File: config.mk
export PLATFORM = sky130hd
export DESIGN_NAME = quad_countdown_timer
export DESIGN_NICKNAME = d
export VERILOG_FILES = /design/src/rtl/cdt_pkg.sv /design/src/rtl/cdt_chan.sv /design/src/rtl/cdt_regbus.sv /design/src/rtl/quad_countdown_timer.sv
export SDC_FILE = /design/constraint.sdc
export NUM_CORES = 1
export LEC_CHECK = 0
export ABC_AREA = 1
export BUFFER_PORTS_ARGS = -buffer_cell sky130_fd_sc_hd__buf_2
export CORE_MARGIN = 4
export CORE_UTILIZATION = 33
export CTS_CLUSTER_SIZE = 25
export DETAILED_ROUTE_END_ITERATION = 7
export HOLD_SLACK_MARGIN = 0.08
export PLACE_DENSITY = 0.58
export SYNTH_ARGS = -nofsm -noshare
export SYNTH_HDL_FRONTEND = slang
export SYNTH_SLANG_ARGS = --single-unit
File: constraint.sdc
create_clock -name pclk -period 5.3 [get_ports pclk]
set_clock_uncertainty 0.2 [all_clocks]
set_input_delay 1.06 -clock pclk [delete_from_list [all_inputs] [get_ports pclk]]
set_output_delay 1.06 -clock pclk [all_outputs]
set_load 0.005 [all_outputs]
File: src/rtl/cdt_pkg.sv
package cdt_pkg;

   // Width of one channel's address window (0x40 bytes).
   localparam int WIN_BITS = 6;

   // Register offsets inside a channel window.
   localparam logic [WIN_BITS-1:0] OFF_STATUS = 6'h00;
   localparam logic [WIN_BITS-1:0] OFF_MODE   = 6'h04;
   localparam logic [WIN_BITS-1:0] OFF_LOAD   = 6'h08;
   localparam logic [WIN_BITS-1:0] OFF_RUN    = 6'h10;
   localparam logic [WIN_BITS-1:0] OFF_RELOAD = 6'h14;
   localparam logic [WIN_BITS-1:0] OFF_COUNT  = 6'h18;
   localparam logic [WIN_BITS-1:0] OFF_CLEAR  = 6'h20;
   localparam logic [WIN_BITS-1:0] OFF_MASK   = 6'h24;

   // Single-bit state that each channel exposes to the bus decoder.
   typedef struct packed {
      logic one_shot;
      logic run;
      logic masked;
      logic busy;
      logic pend;
   } cdt_flags_t;

endpackage

File: src/rtl/cdt_chan.sv
module cdt_chan
   import cdt_pkg::*;
#(
   parameter int CNT_W   = 32,
   parameter int CLR_CYC = 2,
   localparam int BUSY_W = (CLR_CYC > 0) ? $clog2(CLR_CYC + 1) : 1
)(
   input  logic             clk,
   input  logic             rst_n,
   input  logic             mode_wr,
   input  logic             load_wr,
   input  logic             run_wr,
   input  logic             rld_wr,
   input  logic             clr_wr,
   input  logic             mask_wr,
   input  logic [CNT_W-1:0] wdata,
   output cdt_flags_t       flags,
   output logic [CNT_W-1:0] load_q,
   output logic [CNT_W-1:0] cnt_q,
   output logic             irq
);

   logic one_shot_q;
   logic run_q;
   logic mask_q;
   logic pend_q;
   logic busy;
   logic clr_now;
   logic expire;

   assign expire = run_q && (cnt_q == '0);

   // Configuration registers.
   always_ff @(posedge clk or negedge rst_n) begin
      if (!rst_n) begin
         one_shot_q <= 1'b0;
         load_q     <= '0;
         mask_q     <= 1'b1;
      end else begin
         if (mode_wr) one_shot_q <= wdata[0];
         if (load_wr) load_q     <= wdata;
         if (mask_wr) mask_q     <= wdata[0];
      end
   end

   // Counter: a reload strobe comes first, then expiry, then decrement.
   always_ff @(posedge clk or negedge rst_n) begin
      if (!rst_n) begin
         cnt_q <= '0;
      end else if (rld_wr) begin
         cnt_q <= load_q;
      end else if (run_q) begin
         if (cnt_q == '0) cnt_q <= one_shot_q ? '0 : load_q;
         else             cnt_q <= cnt_q - 1'b1;
      end
   end

   // Run bit: a bus write wins over the automatic one-shot stop.
   always_ff @(posedge clk or negedge rst_n) begin
      if (!rst_n)                    run_q <= 1'b0;
      else if (run_wr)               run_q <= wdata[0];
      else if (expire && one_shot_q) run_q <= 1'b0;
   end

   // Clear path: either an immediate clear or a counted busy window.
   generate
      if (CLR_CYC == 0) begin : g_clr_now
         assign busy    = 1'b0;
         assign clr_now = clr_wr && wdata[0];
      end else begin : g_clr_win
         logic [BUSY_W-1:0] bcnt;

         always_ff @(posedge clk or negedge rst_n) begin
            if (!rst_n)                   bcnt <= '0;
            else if (bcnt != '0)          bcnt <= bcnt - 1'b1;
            else if (clr_wr && wdata[0])  bcnt <= BUSY_W'(CLR_CYC);
         end

         assign busy    = (bcnt != '0);
         assign clr_now = (bcnt == BUSY_W'(1));

         // a clear write during the window does not restart it
         p_busy_ignore_r8: assert property (@(posedge clk) disable iff (!rst_n)
            (bcnt != '0) && clr_wr |=> bcnt == $past(bcnt) - 1'b1);

         // the flag is gone after the window unless a new expiry arrived
         p_clr_drop_r7: assert property (@(posedge clk) disable iff (!rst_n)
            (bcnt == BUSY_W'(1)) && !expire |=> !pend_q);
      end
   endgenerate

   // Pending flag: a new expiry wins over a finishing clear.
   always_ff @(posedge clk or negedge rst_n) begin
      if (!rst_n)       pend_q <= 1'b0;
      else if (expire)  pend_q <= 1'b1;
      else if (clr_now) pend_q <= 1'b0;
   end

   assign irq            = pend_q & ~mask_q;
   assign flags.one_shot = one_shot_q;
   assign flags.run      = run_q;
   assign flags.masked   = mask_q;
   assign flags.busy     = busy;
   assign flags.pend     = pend_q;

   // running with non-zero count steps down by one
   p_decrement_r2: assert property (@(posedge clk) disable iff (!rst_n)
      run_q && !rld_wr && (cnt_q != '0) |=> cnt_q == $past(cnt_q) - 1'b1);

   // expiry raises the pending flag
   p_expire_pend_r3: assert property (@(posedge clk) disable iff (!rst_n)
      expire |=> pend_q);

   // free-running expiry restarts from the load value
   p_cont_restart_r3: assert property (@(posedge clk) disable iff (!rst_n)
      expire && !one_shot_q && !rld_wr |=> cnt_q == $past(load_q));

   // one-shot expiry stops the channel at zero
   p_single_stop_r4: assert property (@(posedge clk) disable iff (!rst_n)
      expire && one_shot_q && !run_wr && !rld_wr |=> !run_q && (cnt_q == '0));

   // reload strobe copies the load value
   p_reload_r5: assert property (@(posedge clk) disable iff (!rst_n)
      rld_wr |=> cnt_q == $past(load_q));

   // a stopped channel holds its count
   p_hold_r6: assert property (@(posedge clk) disable iff (!rst_n)
      !run_q && !rld_wr |=> $stable(cnt_q));

endmodule

File: src/rtl/cdt_regbus.sv
module cdt_regbus
   import cdt_pkg::*;
#(
   parameter int NUM_CH = 4,
   parameter int CNT_W  = 32,
   parameter int DATA_W = 32,
   parameter int CH_W   = 2,
   parameter int ADDR_W = 8
)(
   input  logic                         psel,
   input  logic                         penable,
   input  logic                         pwrite,
   input  logic [ADDR_W-1:0]            paddr,
   input  cdt_flags_t [NUM_CH-1:0]      flags,
   input  logic [NUM_CH-1:0][CNT_W-1:0] load_v,
   input  logic [NUM_CH-1:0][CNT_W-1:0] cnt_v,
   output logic [NUM_CH-1:0]            mode_wr,
   output logic [NUM_CH-1:0]            load_wr,
   output logic [NUM_CH-1:0]            run_wr,
   output logic [NUM_CH-1:0]            rld_wr,
   output logic [NUM_CH-1:0]            clr_wr,
   output logic [NUM_CH-1:0]            mask_wr,
   output logic [DATA_W-1:0]            prdata
);

   logic                acc_wr;
   logic [CH_W-1:0]     sel_ch;
   logic [WIN_BITS-1:0] sel_off;
   logic [NUM_CH-1:0]   hit;
   logic [NUM_CH-1:0]   pend_vec;

   assign acc_wr  = psel && penable && pwrite;
   assign sel_ch  = paddr[ADDR_W-1:WIN_BITS];
   assign sel_off = paddr[WIN_BITS-1:0];

   generate
      for (genvar i = 0; i < NUM_CH; i++) begin : g_dec
         logic wr_here;
         assign hit[i]      = (sel_ch == CH_W'(i));
         assign wr_here     = acc_wr && hit[i];
         assign mode_wr[i]  = wr_here && (sel_off == OFF_MODE);
         assign load_wr[i]  = wr_here && (sel_off == OFF_LOAD);
         assign run_wr[i]   = wr_here && (sel_off == OFF_RUN);
         assign rld_wr[i]   = wr_here && (sel_off == OFF_RELOAD);
         assign clr_wr[i]   = wr_here && (sel_off == OFF_CLEAR);
         assign mask_wr[i]  = wr_here && (sel_off == OFF_MASK);
         assign pend_vec[i] = flags[i].pend;
      end
   endgenerate

   // Read multiplexer: select the addressed channel, then the offset.
   always_comb begin
      cdt_flags_t       f;
      logic [CNT_W-1:0] ld;
      logic [CNT_W-1:0] ct;
      f  = '0;
      ld = '0;
      ct = '0;
      for (int i = 0; i < NUM_CH; i++) begin
         if (hit[i]) begin
            f  = flags[i];
            ld = load_v[i];
            ct = cnt_v[i];
         end
      end
      prdata = '0;
      if (|hit) begin
         case (sel_off)
            OFF_STATUS: prdata[NUM_CH-1:0] = pend_vec;
            OFF_MODE:   prdata[0]          = f.one_shot;
            OFF_LOAD:   prdata[CNT_W-1:0]  = ld;
            OFF_RUN:    prdata[0]          = f.run;
            OFF_COUNT:  prdata[CNT_W-1:0]  = ct;
            OFF_CLEAR:  prdata[1:0]        = {f.busy, f.pend};
            OFF_MASK:   prdata[0]          = f.masked;
            default:    prdata             = '0;
         endcase
      end
   end

   // at most one register of one channel is written per access
   always_comb begin
      if (acc_wr) begin
         a_one_strobe_r1: assert ($countones({mode_wr, load_wr, run_wr,
                                              rld_wr, clr_wr, mask_wr}) <= 1);
      end
   end

endmodule

File: src/rtl/quad_countdown_timer.sv
module quad_countdown_timer
   import cdt_pkg::*;
#(
   parameter int NUM_CH  = 4,
   parameter int CNT_W   = 32,
   parameter int DATA_W  = 32,
   parameter int CLR_CYC = 2,
   localparam int CH_W   = (NUM_CH > 1) ? $clog2(NUM_CH) : 1,
   localparam int ADDR_W = CH_W + cdt_pkg::WIN_BITS
)(
   input  logic              pclk,
   input  logic              presetn,
   input  logic              psel,
   input  logic              penable,
   input  logic              pwrite,
   input  logic [ADDR_W-1:0] paddr,
   input  logic [DATA_W-1:0] pwdata,
   output logic [DATA_W-1:0] prdata,
   output logic [NUM_CH-1:0] irq
);

   // Elaboration-time parameter checks.
   generate
      if (NUM_CH < 2 || NUM_CH > DATA_W) begin : g_bad_num_ch
         $error("NUM_CH must lie between 2 and DATA_W");
      end
      if (CNT_W < 2 || CNT_W > DATA_W) begin : g_bad_cnt_w
         $error("CNT_W must lie between 2 and DATA_W");
      end
      if (CLR_CYC < 0 || CLR_CYC > 15) begin : g_bad_clr
         $error("CLR_CYC must lie between 0 and 15");
      end
   endgenerate

   cdt_flags_t [NUM_CH-1:0]      flags;
   logic [NUM_CH-1:0][CNT_W-1:0] load_v;
   logic [NUM_CH-1:0][CNT_W-1:0] cnt_v;
   logic [NUM_CH-1:0]            mode_wr, load_wr, run_wr;
   logic [NUM_CH-1:0]            rld_wr, clr_wr, mask_wr;

   cdt_regbus #(
      .NUM_CH (NUM_CH),
      .CNT_W  (CNT_W),
      .DATA_W (DATA_W),
      .CH_W   (CH_W),
      .ADDR_W (ADDR_W)
   ) u_bus (
      .psel    (psel),
      .penable (penable),
      .pwrite  (pwrite),
      .paddr   (paddr),
      .flags   (flags),
      .load_v  (load_v),
      .cnt_v   (cnt_v),
      .mode_wr (mode_wr),
      .load_wr (load_wr),
      .run_wr  (run_wr),
      .rld_wr  (rld_wr),
      .clr_wr  (clr_wr),
      .mask_wr (mask_wr),
      .prdata  (prdata)
   );

   generate
      for (genvar c = 0; c < NUM_CH; c++) begin : g_ch
         cdt_chan #(
            .CNT_W   (CNT_W),
            .CLR_CYC (CLR_CYC)
         ) u_chan (
            .clk     (pclk),
            .rst_n   (presetn),
            .mode_wr (mode_wr[c]),
            .load_wr (load_wr[c]),
            .run_wr  (run_wr[c]),
            .rld_wr  (rld_wr[c]),
            .clr_wr  (clr_wr[c]),
            .mask_wr (mask_wr[c]),
            .wdata   (pwdata[CNT_W-1:0]),
            .flags   (flags[c]),
            .load_q  (load_v[c]),
            .cnt_q   (cnt_v[c]),
            .irq     (irq[c])
         );

         // a masked channel never drives its line
         p_mask_quiet_r9: assert property (@(posedge pclk) disable iff (!presetn)
            flags[c].masked |-> !irq[c]);

         // the count of this channel moves only through its own state
         p_isolated_r11: assert property (@(posedge pclk) disable iff (!presetn)
            !flags[c].run && !rld_wr[c] |=> $stable(cnt_v[c]));
      end
   endgenerate

endmodule

==> results of run 1 <==
report_power, final:
| group | switching [mW] | internal (mW) | total [mW] | leakage, nW |
|---|---|---|---|---|
| clock | 0.998 | 1.41 | 2.41 | 0.551 |
| sequential | 0.497 | 2.43 | 2.93 | 3.67 |
| combinational | 1.54 | 0.735 | 2.28 | 5.37 |
final cells by class:
cell class,count,area [um^2]
clock buffers,51,1036
repair buffers,104,615.6
fillers,5805,33760
inverters,245,927.1
diodes,1,2.502
clock inverters,10,92.59
well taps,696,870.8
flip-flops and latches,280,7012
multi-input cells,2034,9498
cells in the mapped netlist (2+ instances only):
cell / count
sky130_fd_sc_hd__o21ai_0: 325
sky130_fd_sc_hd__nor2_1: 406
sky130_fd_sc_hd__a31oi_1: 39
sky130_fd_sc_hd__nand2_1: 775
sky130_fd_sc_hd__buf_6: 4
sky130_fd_sc_hd__nor2_2: 8
sky130_fd_sc_hd__buf_4: 9
sky130_fd_sc_hd__buf_1: 6
sky130_fd_sc_hd__nand3_2: 2
sky130_fd_sc_hd__o211ai_1: 15
sky130_fd_sc_hd__nor2_8: 2
sky130_fd_sc_hd__nand3b_1: 7
sky130_fd_sc_hd__clkbuf_1: 55
sky130_fd_sc_hd__o2111ai_1: 2
sky130_fd_sc_hd__nand2_2: 7
sky130_fd_sc_hd__and2_1: 2
sky130_fd_sc_hd__or2_2: 2
sky130_fd_sc_hd__xor2_1: 38
sky130_fd_sc_hd__clkinv_1: 2
sky130_fd_sc_hd__o22ai_1: 63
sky130_fd_sc_hd__nor3_1: 15
sky130_fd_sc_hd__nor3_2: 2
sky130_fd_sc_hd__buf_2: 33
sky130_fd_sc_hd__inv_1: 229
sky130_fd_sc_hd__inv_2: 12
sky130_fd_sc_hd__xnor2_1: 18
sky130_fd_sc_hd__ha_1: 20
sky130_fd_sc_hd__nand3_1: 150
sky130_fd_sc_hd__o21ai_1: 3
sky130_fd_sc_hd__o21bai_1: 3
sky130_fd_sc_hd__nor2_4: 8
sky130_fd_sc_hd__a21oi_1: 73
sky130_fd_sc_hd__dfrtp_1: 276
sky130_fd_sc_hd__nand4_1: 31
sky130_fd_sc_hd__dfstp_2: 4
sky130_fd_sc_hd__o221ai_1: 12
how the worst min path moves through the flow:
stage          slack [ns]  depth (start not counted)                                    end
6_report             0.32                          2  g_ch[0].u_chan.load_q[20]$_DFFE_PN0P_
4_1_cts              0.32                          2  g_ch[3].u_chan.load_q[13]$_DFFE_PN0P_
2_1_floorplan        0.27                          2  g_ch[3].u_chan.load_q[11]$_DFFE_PN0P_
3_3_place_gp         0.29                          2  g_ch[3].u_chan.load_q[12]$_DFFE_PN0P_
3_5_place_dp         0.30                          2  g_ch[3].u_chan.load_q[17]$_DFFE_PN0P_
5_1_grt              0.33                          2  g_ch[0].u_chan.load_q[10]$_DFFE_PN0P_
critical path, cell delays in order:
cell                      delay (ns)
sky130_fd_sc_hd__buf_2          0.17
sky130_fd_sc_hd__inv_2          0.06
sky130_fd_sc_hd__nand2_2        0.15
sky130_fd_sc_hd__buf_4          0.47
sky130_fd_sc_hd__o22ai_1        0.30
sky130_fd_sc_hd__o21ai_0        0.21
sky130_fd_sc_hd__o21ai_0        0.16
sky130_fd_sc_hd__o22ai_1        0.24
sky130_fd_sc_hd__buf_2          0.16
cell usage in the layout (no fill, tap or decap), types with 3 or more instances in the layout:
master / n
sky130_fd_sc_hd__a21oi_1: 73
sky130_fd_sc_hd__a31oi_1: 39
sky130_fd_sc_hd__buf_2: 79
sky130_fd_sc_hd__buf_4: 22
sky130_fd_sc_hd__clkbuf_1: 6
sky130_fd_sc_hd__clkbuf_16: 35
sky130_fd_sc_hd__clkbuf_8: 10
sky130_fd_sc_hd__clkinv_2: 4
sky130_fd_sc_hd__clkinvlp_4: 3
sky130_fd_sc_hd__dfrtp_1: 276
sky130_fd_sc_hd__dfstp_2: 4
sky130_fd_sc_hd__ha_1: 20
sky130_fd_sc_hd__inv_1: 229
sky130_fd_sc_hd__inv_2: 12
sky130_fd_sc_hd__nand2_1: 771
sky130_fd_sc_hd__nand2_2: 11
sky130_fd_sc_hd__nand3_1: 150
sky130_fd_sc_hd__nand3b_1: 7
sky130_fd_sc_hd__nand4_1: 31
sky130_fd_sc_hd__nor2_1: 406
sky130_fd_sc_hd__nor2_2: 8
sky130_fd_sc_hd__nor2_4: 8
sky130_fd_sc_hd__nor3_1: 15
sky130_fd_sc_hd__o211ai_1: 15
sky130_fd_sc_hd__o21ai_0: 324
sky130_fd_sc_hd__o21ai_1: 4
sky130_fd_sc_hd__o21bai_1: 3
sky130_fd_sc_hd__o221ai_1: 12
sky130_fd_sc_hd__o22ai_1: 63
sky130_fd_sc_hd__xnor2_1: 18
sky130_fd_sc_hd__xor2_1: 38
per-layer routing:
metal,vias to the layer above,wire length (um),part of all wire,global-route usage
met3,110,5178,0.068,0.03382
met2,767,34480,0.46,0.4093
met5,-,0,0,0
li1,8758,-,-,-
met4,0,1967,0.026,0.07025
met1,9028,34040,0.45,0.3729
registers in the layout (all words and copies together) (netlist names):
| signal | cells |
|---|---|
| g_ch.u_chan.cnt_q | 128 |
| g_ch.u_chan.mask_q | 4 |
| g_ch.u_chan.pend_q | 4 |
| g_ch.u_chan.load_q | 128 |
| g_ch.u_chan.one_shot_q | 4 |
| g_ch.u_chan.g_clr_win.bcnt | 8 |
| g_ch.u_chan.run_q | 4 |
stage by stage:
stage	util	power, mW	setup WS (ns)
floorplan	-	4.330	1.861
global placement	0.3516	5.147	1.114
detailed placement	0.3516	5.185	1.106
CTS	0.3726	7.619	1.082
global route	0.3727	8.069	0.9121
finish	0.3727	7.613	0.9839
kinds of logic after synthesis:
group,synth area share
AND/OR/NAND/NOR,0.3245
adder cells (fa/ha/maj),0.01395
AO/OA/AOI/OAI,0.1633
flip-flops,0.3910
XOR/XNOR,0.02735
buffers and inverters,0.07996
==> impl_results.md, run 1 <==
- Status: finished, final reports clean
- Dominant register cell in the synthesized netlist: sky130_fd_sc_hd__dfrtp_1
- 1st-pass router iterations: 6
- Fraction of the yosys area taken by sequential cells: 0.3910
- CTS Sinks: 280
- Post-Synthesis Cells: 2666
- CP endpoint: prdata[20]
- Power density over the cells: 379.6 nW/um^2
- Starting Density: 0.3332
- Vias: 18660
- H-tree Lvls: 2
- Wire length after detailed routing: 75.66 mm
- Share of Yosys cell area claimed by the top area cell type: 0.3851
- Final Setup Violations: 0
- Grt total ovfl: 0
- TritonCTS clock tree: yes
- Mapped Avg Cell Area: 6.727 um^2
- Total placed instance area: 18920 um^2
- Relative slew slack: 0.1762
- I/O pin count: 81
- Total standard cell area after synthesis: 17930 um^2
- Area of the placeable core: 53810 um^2
- Top cell type by total area after synthesis: sky130_fd_sc_hd__dfrtp_1
- Vias per cell: 5.455
- Detail Route Antenna Nets: 0
- Placed wire-length estimate: 58.40 mm
- Measured slew at the worst slew-check pin: 1.231 ns
- Largest buffer count on any clock path: 3
- Max Clk Rate: 231.7 MHz
- Number of warnings printed during yosys synthesis: 0
- Period Utilization, post-route: 0.8144
- Endpoint of the worst register-to-register path: g_ch[2].u_chan.cnt_q[3]$_DFFE_PN0P_
- Number of standard cells in the layout, taps in and fillers out: 3421
- Final Wtd Congestion: 0.9848
- Die Wd: 241.1 um
- Data arrival, critical path: 3.06 ns
- Worst IR Drop VDD: 0.1977 mV
- Minimum clock period: 4.316 ns
- Worst Reg-to-Reg Cells: 12
- Row cnt: 85
- EDFF count, synth: 0
- Tot GR Track Use: 0.2581
- Worst min path class: reg -> reg
- Kind of launch point of the worst setup path: primary input
- Number of placed instances with taps included: 3359
- Count of port buffers added during placement: 80
- Height of the chip: 241.1 um
- Smallest hold slack: 0.3182 ns
- Global-route wire length before repair: 113.5 mm
- Clk_lat worst skew: 0.55 ns
- Endpoint type of the worst setup path: output pin
- Register clock-pin slew on the reported worst setup and hold paths: 0.06 ns
- Synth-to-layout area growth: 11.83%
- Share of cells above drive strength 1: 0.07819
- Total DRC errors in the routed layout: 0
- Critical path origin: paddr[6]
- Category of the most critical setup path: in -> out
- Post-CTS sizing: 0
- Top post-synthesis cells by area: sky130_fd_sc_hd__dfrtp_1, sky130_fd_sc_hd__nand2_1, sky130_fd_sc_hd__o21ai_0, sky130_fd_sc_hd__nor2_1, sky130_fd_sc_hd__inv_1
- Net count of the mapped netlist: 2731
- Total clock buffers created by CTS: 35
- Antenna violations before repair: 2
- Unrepaired setup endpoints after global routing: no
- Pin count of the biggest net entering global routing: 101
- Total non-filler cell area in the finished layout: 20050 um^2
- Final Hold Violating Endpoints: 0
- Number of DRC markers after the initial detailed-route iteration: 2170
- Static power due to leakage: 9.590 nW
- Largest fanout of any net on the critical path: 46
- Total negative setup slack: 0 ns
- Hold_buf cts: 0
- Post-synthesis sequential element count: 280
- R2r startpoint: g_ch[2].u_chan.cnt_q[2]$_DFFE_PN0P_
- Hold wc startpoint: g_ch[0].u_chan.load_q[20]$_DFFE_PN0P_
- Average detailed-routed wire length per instance: 22.12 um
- Post-synthesis async set-or-reset flop share: 1.000
- Post-CTS Setup Inserts: 0
- R2r setup slk: 2.03 ns
- Clock root cell: sky130_fd_sc_hd__clkbuf_16
- Number of global-route vias before repair: 17700
- Count of cell types in the netlist: 44
- Number of violations of the max-capacitance limit: 0
- Max-slew violations: 0
- Layout net count: 2765
- Req. time, crit path: 4.04 ns
- Die Outline Area: 58140 um^2
Power figures use the tool's default switching activity.
==> inputs of run 2 (changes only) <==
clock period = 4.5 ns   (was 5.3 ns; I/O delays follow)
==> run 2 against run 1 <==
Clock power increased by 22%. Register-to-register slack lost 0.46 ns. First-iteration DRC count down 7.5%. Critical endpoint is now prdata[11]. Sequential power grew 18%. Highest routed layer is now met5. Die area did not move. Power is 19% higher. Via count down 0.33%.
==> impl_results.md, run 2 (synthesis gave the netlist of run 1 again) <==
- Die Outline Area: 58140 um^2
- Final Wtd Congestion: 1.023
- Antenna violations before repair: 1
- Hold_buf cts: 0
- Cell with the largest stage delay on the worst path: sky130_fd_sc_hd__o21ai_0
- Detail Route Antenna Nets: 0
- Total clock buffers created by CTS: 35
- Status: finished, final reports clean
- Worst min path class: in -> async
- Measured slew at the worst slew-check pin: 0.9031 ns
- CTS Sinks: 280
- Max Clk Rate: 254.3 MHz
- Post-CTS Setup Inserts: 0
- CP Buf/Inv Count: 3
- Final Setup Violations: 0
- Number of violations of the max-capacitance limit: 0
- CP most frequent cell: sky130_fd_sc_hd__buf_2
- Unrepaired setup endpoints after global routing: no
- 1st-pass router iterations: 6
- Tot GR Track Use: 0.2522
- Cells along the critical path: buf_2 > nor2_2 > inv_1 > nor3_1 > nand2_1 > o21ai_0 > buf_2
- Smallest hold slack: 0.2163 ns
- Data arrival, critical path: 2.83 ns
- Post-CTS sizing: 0
- Number of global-route vias before repair: 17540
- Kind of launch point of the worst setup path: primary input
- Clk_lat worst skew: 0.56 ns
- H-tree Lvls: 2
- Number of standard cells in the layout, taps in and fillers out: 3440
- R2r setup slk: 1.57 ns
- I/O pin count: 81
- Endpoint of the worst register-to-register path: g_ch[3].u_chan.cnt_q[24]$_DFFE_PN0P_
- Global-route wire length before repair: 110.7 mm
- Worst IR Drop VDD: 0.2085 mV
- Relative slew slack: 0.3915
- Worst stage delay on the critical path: 0.65 ns
- Power density over the cells: 447.1 nW/um^2
- Clock root cell: sky130_fd_sc_hd__clkbuf_16
- Total negative setup slack: 0 ns
- Share of power burned in registers: 0.382
- Net switching fraction of the power: 0.3928
- Crit path setup slack, layout: 0.5678 ns
- TritonCTS clock tree: yes
- Endpoint type of the worst setup path: output pin
- Total DRC errors in the routed layout: 0
- Category of the most critical setup path: in -> out
- Most frequent standard cell in the layout excluding fill and tap cells: sky130_fd_sc_hd__nand2_1
- Worst setup timing slack at the placement stage: 0.6394 ns
- Area of the placeable core: 53810 um^2
- Cell type group with the largest total delay on the critical path: simple AND/OR/NAND/NOR gates
- Req. time, crit path: 3.40 ns
- Starting Density: 0.3332
- Number of placed instances with taps included: 3377
- Average detailed-routed wire length per instance: 21.56 um
- Total internal power: 5.502 mW
- Synth-to-layout area growth: 13.01%
- Leading cell types in the layout, fill and taps excluded: sky130_fd_sc_hd__nand2_1, sky130_fd_sc_hd__nor2_1, sky130_fd_sc_hd__o21ai_0
- Combinational Power Share: 0.294
- Fin util: 0.3766
- R2r startpoint: g_ch[3].u_chan.cnt_q[8]$_DFFE_PN0P_
- Number of DRC markers after the initial detailed-route iteration: 2008
- Vias: 18600
- Die Wd: 241.1 um
- Wire length after detailed routing: 74.18 mm
- Row cnt: 85
- Largest fanout of any net on the critical path: 16
- Count of port buffers added during placement: 80
- Vias per cell: 5.408
- Height of the chip: 241.1 um
- Minimum clock period: 3.932 ns
- Worst Reg-to-Reg Cells: 11
- Pin count of the biggest net entering global routing: 100
- Register clock-pin slew on the reported worst setup and hold paths: 0.05 ns
- Static power due to leakage: 9.721 nW
- Largest buffer count on any clock path: 3
- Share of cells above drive strength 1: 0.08497
- Final Hold Violating Endpoints: 0
- Placed wire-length estimate: 58.19 mm
- Clk network pwr share: 0.324
- Grt total ovfl: 0
- Switching power of the nets: 3.560 mW
- Layout net count: 2783
- Largest registers: g_ch.u_chan.cnt_q (128), g_ch.u_chan.load_q (128), g_ch.u_chan.g_clr_win.bcnt (8)
- Max-slew violations: 0
- Period Utilization, post-route: 0.8738
## run 2: changes by cell type in the layout (fill, tap and decap cells not counted), moves of 2 or more
cell	before	now
sky130_fd_sc_hd__buf_12	2	4
sky130_fd_sc_hd__clkbuf_1	6	4
sky130_fd_sc_hd__buf_4	22	38
sky130_fd_sc_hd__clkinvlp_4	3	0
sky130_fd_sc_hd__bufinv_16	1	3
sky130_fd_sc_hd__clkinv_4	0	2
## run 2: how the worst max path moves through the flow
stage | start | endpoint | slack, ns | cells after the start
finish | paddr[1] | prdata[11] | 0.57 | 7
global route | paddr[6] | prdata[13] | 0.45 | 9
CTS | paddr[6] | prdata[14] | 0.63 | 9
detailed placement | paddr[6] | prdata[16] | 0.64 | 9
global placement | paddr[1] | prdata[14] | 0.69 | 8
floorplan | paddr[6] | prdata[26] | 1.38 | 8
## run 2: cell type report
cell class / instances / area, um^2
Inverter: 245 / 927.1
Antenna cell: 2 / 5.005
Fill cell: 5825 / 33550
Multi-Input combinational cell: 2034 / 9498
Sequential cell: 280 / 7012
Timing Repair Buffer: 122 / 775.7
Clock buffer: 49 / 1028
Tap cell: 696 / 870.8
Clock inverter: 12 / 150.1
## run 2: metrics by stage
| stage | total power [mW] | cell area (um^2) |
|---|---|---|
| after floorplan | 5.100 | 17930 |
| after global placement | 6.064 | 19080 |
| after detailed placement | 6.103 | 19080 |
| after CTS | 9.065 | 20260 |
| after global routing | 9.606 | 20260 |
| final | 9.062 | 20270 |
## run 2: power groups by stage
| stage | combinational (mW) | clock [mW] | sequential, mW |
|---|---|---|---|
| after floorplan | 1.88 | 0 | 3.22 |
| after global placement | 2.58 | 0 | 3.48 |
| after detailed placement | 2.63 | 0 | 3.47 |
| after CTS | 2.64 | 2.99 | 3.43 |
| after global routing | 3.02 | 3.09 | 3.50 |
| final | 2.66 | 2.94 | 3.46 |
## run 2: metal layers
layer | share of wire | GRT usage
met3 | 0.072 | 0.03794
met2 | 0.45 | 0.3952
met1 | 0.44 | 0.3550
met4 | 0.039 | 0.09338
met5 | 0.000094 | 0
